## config.mk

```make
export PLATFORM = sky130hd
export DESIGN_NAME = sdclk_divider
export DESIGN_NICKNAME = d
export VERILOG_FILES = /design/src/rtl/sdclk_pkg.sv /design/src/rtl/sdclk_reg_guard.sv /design/src/rtl/sdclk_div_core.sv /design/src/rtl/sdclk_out_gate.sv /design/src/rtl/sdclk_divider.sv
export SDC_FILE = /design/constraint.sdc
export NUM_CORES = 1
export LEC_CHECK = 0
export ABC_AREA = 1
export BUFFER_PORTS_ARGS = -buffer_cell sky130_fd_sc_hd__buf_2
export CAP_MARGIN = 40
export CELL_PAD_IN_SITES_DETAIL_PLACEMENT = 0
export CELL_PAD_IN_SITES_GLOBAL_PLACEMENT = 2
export CORE_MARGIN = 2
export CORE_UTILIZATION = 35
export CTS_BUF_LIST = sky130_fd_sc_hd__clkbuf_2 sky130_fd_sc_hd__clkbuf_4 sky130_fd_sc_hd__clkbuf_8
export DETAILED_ROUTE_END_ITERATION = 10
export PLACE_DENSITY = 0.88
export SLEW_MARGIN = 20
export SYNTH_ARGS = -nofsm -noshare
export SYNTH_HDL_FRONTEND = slang
export SYNTH_HIERARCHICAL = 1
export SYNTH_SLANG_ARGS = --single-unit
export TNS_END_PERCENT = 20
```

## constraint.sdc

```tcl
create_clock -name clk -period 6.8 [get_ports clk]
set_clock_uncertainty 0.2 [all_clocks]
set_input_delay 0.34 -clock clk [delete_from_list [all_inputs] [get_ports clk]]
set_output_delay 0.34 -clock clk [all_outputs]
set_load 0.005 [all_outputs]
```

## src/rtl/sdclk_pkg.sv

```systemverilog
package sdclk_pkg;

    localparam int CODE_W    = 8;
    localparam int MAX_SHIFT = CODE_W + 1;
    localparam int SHIFT_W   = $clog2(MAX_SHIFT + 1);
    localparam int CNT_W     = MAX_SHIFT;

    typedef logic [CODE_W-1:0]  div_code_t;
    typedef logic [SHIFT_W-1:0] shift_t;
    typedef logic [CNT_W-1:0]   phase_cnt_t;

    typedef struct packed {
        logic      run;
        div_code_t code;
    } ctrl_word_t;

    localparam div_code_t CODE_BYPASS = '1;
    localparam div_code_t CODE_HALF   = '0;
    localparam div_code_t CODE_RESET  = div_code_t'(1) << (CODE_W - 1);

    function automatic logic code_valid(input div_code_t c);
        return (c == CODE_BYPASS) || (c == CODE_HALF) || $onehot(c);
    endfunction

    // log2 of the divisor: 0 bypass, 1 for /2, bit b -> b+2
    function automatic shift_t code_to_shift(input div_code_t c);
        shift_t s;
        s = shift_t'(MAX_SHIFT);
        if (c == CODE_BYPASS) begin
            s = '0;
        end else if (c == CODE_HALF) begin
            s = shift_t'(1);
        end else begin
            for (int i = 0; i < CODE_W; i++) begin
                if (c[i]) s = shift_t'(i + 2);
            end
        end
        return s;
    endfunction

endpackage

```

## src/rtl/sdclk_reg_guard.sv

```systemverilog
module sdclk_reg_guard
    import sdclk_pkg::*;
(
    input  logic       clk,
    input  logic       rst,
    input  logic       wr_en,
    input  ctrl_word_t wr_word,
    input  logic       bypass_ok,
    input  logic       hs400_mode,
    input  logic       idle,
    output ctrl_word_t held
);

    logic ok_code, ok_bypass, ok_order, accept;

    always_comb begin
        ok_code   = code_valid(wr_word.code);
        ok_bypass = (wr_word.code != CODE_BYPASS) || (bypass_ok && !hs400_mode);
        ok_order  = !wr_word.run || (wr_word.code == held.code);
        accept    = wr_en && idle && ok_code && ok_bypass && ok_order;
    end

    always_ff @(posedge clk) begin
        if (rst) begin
            held.run  <= 1'b0;
            held.code <= CODE_RESET;
        end else if (accept) begin
            held <= wr_word;
        end
    end

    p_busy_write_dropped_r8: assert property (@(posedge clk) disable iff (rst)
        (wr_en && !idle) |=> $stable(held));

    p_live_code_change_r5: assert property (@(posedge clk) disable iff (rst)
        (wr_en && wr_word.run && (wr_word.code != held.code)) |=> $stable(held));

    p_bad_code_r6: assert property (@(posedge clk) disable iff (rst)
        (wr_en && !code_valid(wr_word.code)) |=> $stable(held));

    p_bypass_forbidden_r7: assert property (@(posedge clk) disable iff (rst)
        (wr_en && (wr_word.code == CODE_BYPASS) && (!bypass_ok || hs400_mode))
        |=> $stable(held));

endmodule

```

## src/rtl/sdclk_div_core.sv

```systemverilog
module sdclk_div_core
    import sdclk_pkg::*;
(
    input  logic   clk,
    input  logic   rst,
    input  logic   tgt_run,
    input  shift_t tgt_shift,
    output logic   act_run,
    output shift_t act_shift,
    output logic   div_q,
    output logic   idle
);

    phase_cnt_t cnt, cnt_n, mask, shifted;
    logic       boundary, run_n;
    shift_t     shift_n;

    always_comb begin
        mask     = ~({CNT_W{1'b1}} << act_shift);
        boundary = ((cnt & mask) == mask);
        run_n    = act_run;
        shift_n  = act_shift;
        if (boundary) begin
            if (act_run && !tgt_run) begin
                run_n = 1'b0;
            end else if (!act_run && (act_shift != tgt_shift)) begin
                shift_n = tgt_shift;
            end else if (act_run != tgt_run) begin
                run_n = tgt_run;
            end
        end
        cnt_n   = boundary ? '0 : cnt + phase_cnt_t'(1);
        shifted = (shift_n == '0) ? '0 : (cnt_n >> (shift_n - shift_t'(1)));
        idle    = (act_run == tgt_run) && (act_shift == tgt_shift);
    end

    always_ff @(posedge clk) begin
        if (rst) begin
            cnt       <= '0;
            act_run   <= 1'b0;
            act_shift <= shift_t'(MAX_SHIFT);
            div_q     <= 1'b0;
        end else begin
            cnt       <= cnt_n;
            act_run   <= run_n;
            act_shift <= shift_n;
            div_q     <= run_n && (shift_n != '0) && shifted[0];
        end
    end

    p_shift_moves_stopped_r10: assert property (@(posedge clk) disable iff (rst)
        !$stable(act_shift) |-> !$past(act_run));

    p_start_on_low_r10: assert property (@(posedge clk) disable iff (rst)
        $rose(act_run) |-> !div_q);

    p_stopped_is_low_r9: assert property (@(posedge clk) disable iff (rst)
        !act_run |-> !div_q);

endmodule

```

## src/rtl/sdclk_out_gate.sv

```systemverilog
module sdclk_out_gate
    import sdclk_pkg::*;
(
    input  logic   clk,
    input  logic   rst,
    input  logic   act_run,
    input  shift_t act_shift,
    input  logic   div_q,
    output logic   card_clk
);

    logic byp_sel;
    logic gate_lo;

    assign byp_sel = (act_shift == '0);

    // enable captured while the input clock is low: no partial pulse
    always_ff @(negedge clk) begin
        if (rst) gate_lo <= 1'b0;
        else     gate_lo <= act_run && byp_sel;
    end

    assign card_clk = byp_sel ? (clk & gate_lo) : div_q;

endmodule

```

## src/rtl/sdclk_divider.sv

```systemverilog
module sdclk_divider
    import sdclk_pkg::*;
(
    input  logic                clk,
    input  logic                rst,
    input  logic                wr_en,
    input  logic [CODE_W:0]     wr_data,
    input  logic                bypass_ok,
    input  logic                hs400_mode,
    output logic                card_clk,
    output logic                card_clk_on,
    output logic                div_idle,
    output logic [CODE_W:0]     ctrl_rd
);

    ctrl_word_t held;
    logic       act_run, div_q, idle;
    shift_t     act_shift, tgt_shift;

    sdclk_reg_guard u_guard (
        .clk       (clk),
        .rst       (rst),
        .wr_en     (wr_en),
        .wr_word   (ctrl_word_t'(wr_data)),
        .bypass_ok (bypass_ok),
        .hs400_mode(hs400_mode),
        .idle      (idle),
        .held      (held)
    );

    assign tgt_shift = code_to_shift(held.code);

    sdclk_div_core u_core (
        .clk      (clk),
        .rst      (rst),
        .tgt_run  (held.run),
        .tgt_shift(tgt_shift),
        .act_run  (act_run),
        .act_shift(act_shift),
        .div_q    (div_q),
        .idle     (idle)
    );

    sdclk_out_gate u_gate (
        .clk      (clk),
        .rst      (rst),
        .act_run  (act_run),
        .act_shift(act_shift),
        .div_q    (div_q),
        .card_clk (card_clk)
    );

    assign card_clk_on = act_run;
    assign div_idle    = idle;
    assign ctrl_rd     = held;

    p_reset_state_r1: assert property (@(posedge clk)
        $past(rst) |-> (!card_clk_on && (ctrl_rd == {1'b0, CODE_RESET})));

endmodule

```

== Yosys cells after proc, flatten, opt, wreduce, memory -nomap -nowiden ==
Index checks and enable logic that the tools add are counted.

* Equality and inequality tests: 10
* Multiplexer cells: 20
* Shifts and indexed selects: 2
* Bitwise logic cells: 3
* Add/sub/neg operators: 9
* Reductions and logical operators: 24

{| class="wikitable"
|+ Operator list
! kind !! count
|-
| $mux 4 || 13
|-
| $eq 8x8->1 const B || 2
|-
| $logic_not 8->1 || 2
|-
| $add 4x4->4 || 3
|-
| $logic_and 1x1->1 || 11
|-
| $add 9x1->9 const B || 1
|-
| $and 9x9->9 || 1
|-
| $eq 9x9->1 || 1
|-
| $mux 9 || 1
|-
| $not 9->9 || 1
|-
| $shl 9x4->9 const A || 1
|-
| $shr 9x4->1 || 1
|-
| $add 1x1->2 || 4
|-
| $eq 8x8->1 || 1
|-
| $logic_not 4->1 || 2
|-
| $ne 8x8->1 const B || 1
|-
| $mux 1 || 6
|-
| $eq 4x1->1 const B || 1
|-
| $eq 4x4->1 || 1
|-
| $logic_not 1->1 || 4
|-
| $logic_or 1x1->1 || 4
|-
| $ne 4x4->1 || 1
|-
| $reduce_bool 4->1 || 1
|-
| $sub 4x1->4 const B || 1
|-
| 3 further kinds || 3
|}

* Logic and storage cells: 75
* Bits in registers: 25
* Input port bits: 14

== Depth between registers and ports, before layout ==
Gate-level depths: netlist of the first run.

* Depth in word-level cells: 19
* Gate-level depth with buffers: 20
* Gate-level depth less buffers: 19

== By module ==
The synthesis of the first run kept the hierarchy.

{| class="wikitable"
|+ By module, submodules not included
! module !! sequential area each (sq um) !! times used !! cells an instance !! area an instance (sq um)
|-
| sdclk_div_core || 300.3 || 1 || 195 || 1,209.9
|-
| sdclk_reg_guard || 180.2 || 1 || 125 || 874.6
|-
| sdclk_divider || 0.0 || 1 || 30 || 135.1
|-
| sdclk_out_gate || 20.0 || 1 || 13 || 66.3
|}

==> impl_metrics.ini, run 1 <==
[outcome]
status = complete, no violations

[logic_synthesis]
synth_fp_nets = 389
synth_edf_count = 0
yosys-top-cells-count = 100 x nand2_1, 56 x inv_1, 45 x nor2_1
synth_flop_cell = dfxtp_1
synth_area_per_cell_um2 = 6.297
ys_warn_count = 6
syn_inst = 363
async_flop_share_pct = 0
yosysTopAreaCellShare_pct = 21.89
synth_top_area_cell = dfxtp_1
synth_seq_cells = 25
netlist_area_um2 = 2286
seq_area_frac_synth_pct = 21.89
synth.most_common_cell = nand2_1
synth_area_leaders = dfxtp_1 22%, nand2_1 16%, inv_1 9.2%
synth_cell_type_count = 34

[grt]
track_usage_pct = 16.25
grt_max_degree = 18
grt_overflow = 0
grt_pass1_wl_um = 9508
grt_pass1_vias = 2027
antenna_found_initial = 0

[worst_setup_path]
end_kind = primary output
worstPathRequired_ns = 6.26
path_class = flop to primary output
critPathLaunchType = flop
arrival_ns = 4.47
crit_fanout = 1

[floorplanning]
die_x_um = 84.82
die_area_um2 = 7194
rows = 29
start_util_pct = 36.00
io_pins = 26
coreArea_um2 = 6350
die_h_um = 84.82

[pwr]
leakage_nw = 1.198
cellPowerDensity_nw_per_um2 = 167.3
ir_drop_uv = 98.73

[sta]
final_hold_viol_count = 0
relSlewSlack_pct = 75.34
slew_viol_final = 0
rsz0062_at_grt = false
setup_viol = 0
worst_pin_slew_ns = 0.3685
setup_tns_ns = 0

[place]
place_hpwl_um = 4443
numPortBuffers = 25
place_inst = 458
gp_congestion = 0.8560

[routing]
firstDrtPassIters = 4
drt.antenna.violating_nets = 0
vias = 2155
wire_per_inst_um = 11.81
drc = 0
drt_iter0_markers = 86
via_per_inst = 4.634
wl_um = 5490

[cells_and_area]
fill_cells = 715
fin_nets = 415
syn2layout_area_growth_pct = 9.907
diodes = 0
layout-drive-gt1-share_pct = 19.85
fin_cells = 465

[clocking]
cts_tree = done
worst_skew_pair.late_latency_ns = 0.38
cts_resized = 0
ctsHoldBuffers = 0
clk_pin_slew_ns = 0.09
cts_setup_buffers = 0

[min_path]
hold_path_class = input pin to flop

[job]
cap_viol_max_count = 0
per-layer routing:
metal / up-vias / global-route usage [%] / wire (um)
met2: 32 / 22.98 / 2212
li1: 1161 / - / -
met3: 7 / 2.237 / 169
met4: 0 / 5.483 / 56
met1: 955 / 25.10 / 3052
met5: - / 0 / 0
metrics by stage:
stage	worst slack [ns]	hold slack, ns	utilization [%]	power [mW]	cell area (um2)
4_1_cts	1.760	0.05115	39.57	0.4261	2512
6_report	1.789	0.05923	39.57	0.4202	2512
2_1_floorplan	2.374	0.2179	-	0.2595	2286
3_5_place_dp	2.291	0.2818	38.17	0.2846	2424
5_1_grt	1.683	0.06088	39.57	0.4522	2512
3_3_place_gp	2.296	0.2827	38.17	0.2838	2424
worst paths after layout:
check	startpoint	endpoint	slack (ns)	depth (start not counted)
setup / recovery	u_gate/gate_lo$_SDFF_NP0_	card_clk	1.79	5
hold / removal	wr_data[7]	u_guard/held[7]$_SDFFE_PP1P_	0.06	3
setup reg to reg	u_core/act_shift[1]$_SDFF_PP0_	u_gate/gate_lo$_SDFF_NP0_	2.36	3
hold reg to reg	u_guard/held[8]$_SDFFE_PP0P_	u_guard/held[8]$_SDFFE_PP0P_	0.30	2
power by group:
part | leakage, nW | switching, mW | internal (mW)
sequential | 0.202 | 0.0135 | 0.154
clock | 0.0771 | 0.0618 | 0.0801
combinational | 0.918 | 0.0653 | 0.0459
cells in the final DEF, fill, tap and decap left out, types with 8 or more instances in the layout:
| cell type | n |
|---|---|
| nand2_1 | 100 |
| inv_1 | 56 |
| nor2_1 | 45 |
| buf_2 | 25 |
| dfxtp_1 | 25 |
| nand3_1 | 22 |
| o21ai_0 | 13 |
| nand2_2 | 10 |
| a21oi_2 | 9 |
| nor2_2 | 8 |
| nor3_1 | 8 |
| ha_1 | 8 |
state kept, by name (all words and copies together) (netlist names):
register	flops
u_gate/gate_lo	1
u_core/act_run	1
u_core/cnt	9
u_core/div_q	1
u_core/act_shift	4
u_guard/held	9
worst max-delay path, cell delays in order (launching register included):
cell and delay [ns]:
dfxtp_1 0.30, nand2_1 0.04, inv_1 0.04, nand3_1 0.06, nand2_1 0.07, buf_2 0.10
cell type report:
cell class / count / area, um2 / area share [%]
Timing Repair Buffer: 24 / 120.1 / 4.781
Clock buffer: 7 / 87.58 / 3.486
Sequential cell: 25 / 500.5 / 19.92
Multi-Input combinational cell: 266 / 1455 / 57.92
Inverter: 63 / 239.0 / 9.512
Clock inverter: 3 / 13.76 / 0.5478
Tap cell: 77 / 96.34 / 3.835
cell families after synthesis:
kind of cell,Yosys count,synth area share (%)
simple gates,209,41.87
xor+xnor,10,3.831
compound gates,34,9.634
fa+ha+maj,12,7.882
buf+inv,72,14.45
mux,1,0.4379
flops,25,21.89
No activity file was read; power rests on OpenSTA's default activity.
==> run 2: changes to the inputs <==
ABC_AREA = 0   (was 1)
CORE_UTILIZATION = 32   (was 35)
PLACE_DENSITY = 0.78   (was 0.88)
clock period = 4.4 ns   (was 6.8 ns; I/O delays follow)
==> impl_metrics.ini, run 2 <==
[outcome]
status = complete, no violations

[logic_synthesis]
yosysTopAreaCellShare_pct = 25.27
synth_area_leaders = dfxtp_1 25%, mux2i_1 7.1%, xor2_1 6.6%
netlist_area_um2 = 1981
async_flop_share_pct = 0
yosys-top-cells-count = 25 x dfxtp_1, 24 x nand2_1, 22 x inv_1, 22 x nor2_1, 15 x xor2_1
synth_flop_cell = dfxtp_1
synth_seq_cells = 25
synth_fp_nets = 261
synth_top_area_cell = dfxtp_1
syn_inst = 235
synth.most_common_cell = dfxtp_1
synth_edf_count = 0
synth_area_per_cell_um2 = 8.428
seq_area_frac_synth_pct = 25.27
synth_cell_type_count = 59
ys_warn_count = 6

[cells_and_area]
fin_cells = 345
syn2layout_area_growth_pct = 17.81
fin_nets = 297
layout-drive-gt1-share_pct = 19.26
diodes = 0
mostFrequentLayoutCells = 25 x buf_2, 25 x dfxtp_1, 24 x nand2_1
largestRegisters = u_core/cnt x9, u_guard/held x9, u_core/act_shift x4

[grt]
track_usage_pct = 15.90
grt_overflow = 0
antenna_found_initial = 0
grt_pass1_vias = 1689
grt_max_degree = 16
grt_pass1_wl_um = 8148

[routing]
wl_um = 4729
firstDrtPassIters = 4
drc = 0
via_per_inst = 5.043
drt_iter0_markers = 75
vias = 1740
wire_per_inst_um = 13.71
drt.antenna.violating_nets = 0

[pwr]
cellPowerDensity_nw_per_um2 = 247.6
ir_drop_uv = 113.9
leakage_nw = 0.9893

[worst_setup_path]
r2r_cells = 13
reg2reg_from = u_core/act_shift[0]$_SDFF_PP1_
path_class = input pin to flop
end_kind = flop
critPathLaunch = wr_data[0]
worstPathRequired_ns = 4.47
crit_fanout = 9
critPathLaunchType = input pin
arrival_ns = 4.10

[sta]
relSlewSlack_pct = 53.33
setup_viol = 0
rsz0062_at_grt = false
slew_viol_final = 0
worst_pin_slew_ns = 0.6948
fin_crit_sh_pct = 91.58
setup_tns_ns = 0
max_freq_ghz = 0.2482
fin_crit_ns = 4.029
final_hold_viol_count = 0

[place]
place_inst = 328
place_hpwl_um = 3593
gp_congestion = 0.8070
numPortBuffers = 25

[clocking]
worst_skew_pair.late_latency_ns = 0.39
cts_tree = done
cts_resized = 0
clk_pin_slew_ns = 0.08

[floorplanning]
die_h_um = 82.68
rows = 28
start_util_pct = 33.26
die_x_um = 82.68
coreArea_um2 = 5956
io_pins = 26
die_area_um2 = 6835

[min_path]
min_from = wr_en
hold_path_class = input pin to flop
min_path_cells = 4

[job]
cap_viol_max_count = 0
run 2: cell count changes after synthesis, moves of 11 or more:
cell and change:
nand3_1 -17, xor2_1 +11, nand2_1 -76, nor2_1 -23
mux2i_1 +13, inv_1 -34
run 2: per-stage QoR:
| step | setup WS [ns] | utilization, % | cell area, um2 | power [mW] | hold slack (ns) |
|---|---|---|---|---|---|
| after CTS | 0.3546 | 39.18 | 2333 | 0.5877 | 0.1479 |
| final | 0.3707 | 39.18 | 2333 | 0.5778 | 0.1510 |
| after global placement | 0.5256 | 36.05 | 2147 | 0.3645 | 0.2640 |
| after detailed placement | 0.4938 | 36.05 | 2147 | 0.3660 | 0.2640 |
| after floorplan | 0.8464 | - | 1981 | 0.3280 | 0.09238 |
| after global routing | 0.1265 | 39.18 | 2333 | 0.6197 | 0.1570 |
run 2: timing repair:
item / 4_1_cts / 5_1_grt
buffers inserted: 0 / 0
hold endpoints to repair: 12 / 0
hold buffers: 10 / 0
run 2: cell families after synthesis:
| logic type | synth area share, % |
|---|---|
| xor+xnor | 8.844 |
| simple gates | 25.46 |
| buf+inv | 7.770 |
| fa+ha+maj | 9.097 |
| flops | 25.27 |
| mux | 7.643 |
| compound gates | 15.92 |
run 2: worst paths after layout:
| path | to | slack (ns) |
|---|---|---|
| worst max register to register | u_core/div_q$_SDFF_PP0_ | 0.74 |
| worst min register to register | u_guard/held[0]$_SDFFE_PP0P_ | 0.34 |
| worst max-delay path | u_guard/held[8]$_SDFFE_PP0P_ | 0.37 |
| worst min-delay path | u_guard/held[8]$_SDFFE_PP0P_ | 0.15 |
run 2: power breakdown:
| group | switching (mW) | total, mW | internal [mW] | leakage [nW] |
|---|---|---|---|---|
| Clock | 0.0917 | 0.213 | 0.122 | 0.0697 |
| Combinational | 0.0603 | 0.117 | 0.0567 | 0.717 |
| Sequential | 0.0138 | 0.247 | 0.234 | 0.202 |
| Total | 0.166 | 0.578 | 0.412 | 0.989 |
run 2: metal layers:
layer | global-route usage [%] | up-vias | wire [um]
li1 | - | 887 | -
met1 | 23.63 | 808 | 2515
met2 | 20.81 | 41 | 1935
met3 | 4.565 | 4 | 236
met4 | 6.885 | 0 | 42
met5 | 0 | - | 0
run 2: cell type report:
class,instances,area (um2)
sequential,25,500.5
clock inverter,2,7.507
multi-input combinational,178,1326
fill,651,3622
inverter,22,82.58
tap,75,93.84
clock buffer,7,87.58
timing repair buffer,36,235.2
run 2: critical path: stages:
cell and delay (ns):
dlygate4sd3_1 0.52, buf_2 0.14, inv_1 0.08, fa_1 0.56, fa_1 0.43, fa_1 0.49, inv_1 0.04, ha_1 0.19
inv_1 0.07, fa_1 0.41, o211ai_1 0.10, a21oi_1 0.06, o31ai_1 0.30, a21oi_2 0.05, buf_4 0.20, o221a_2 0.25
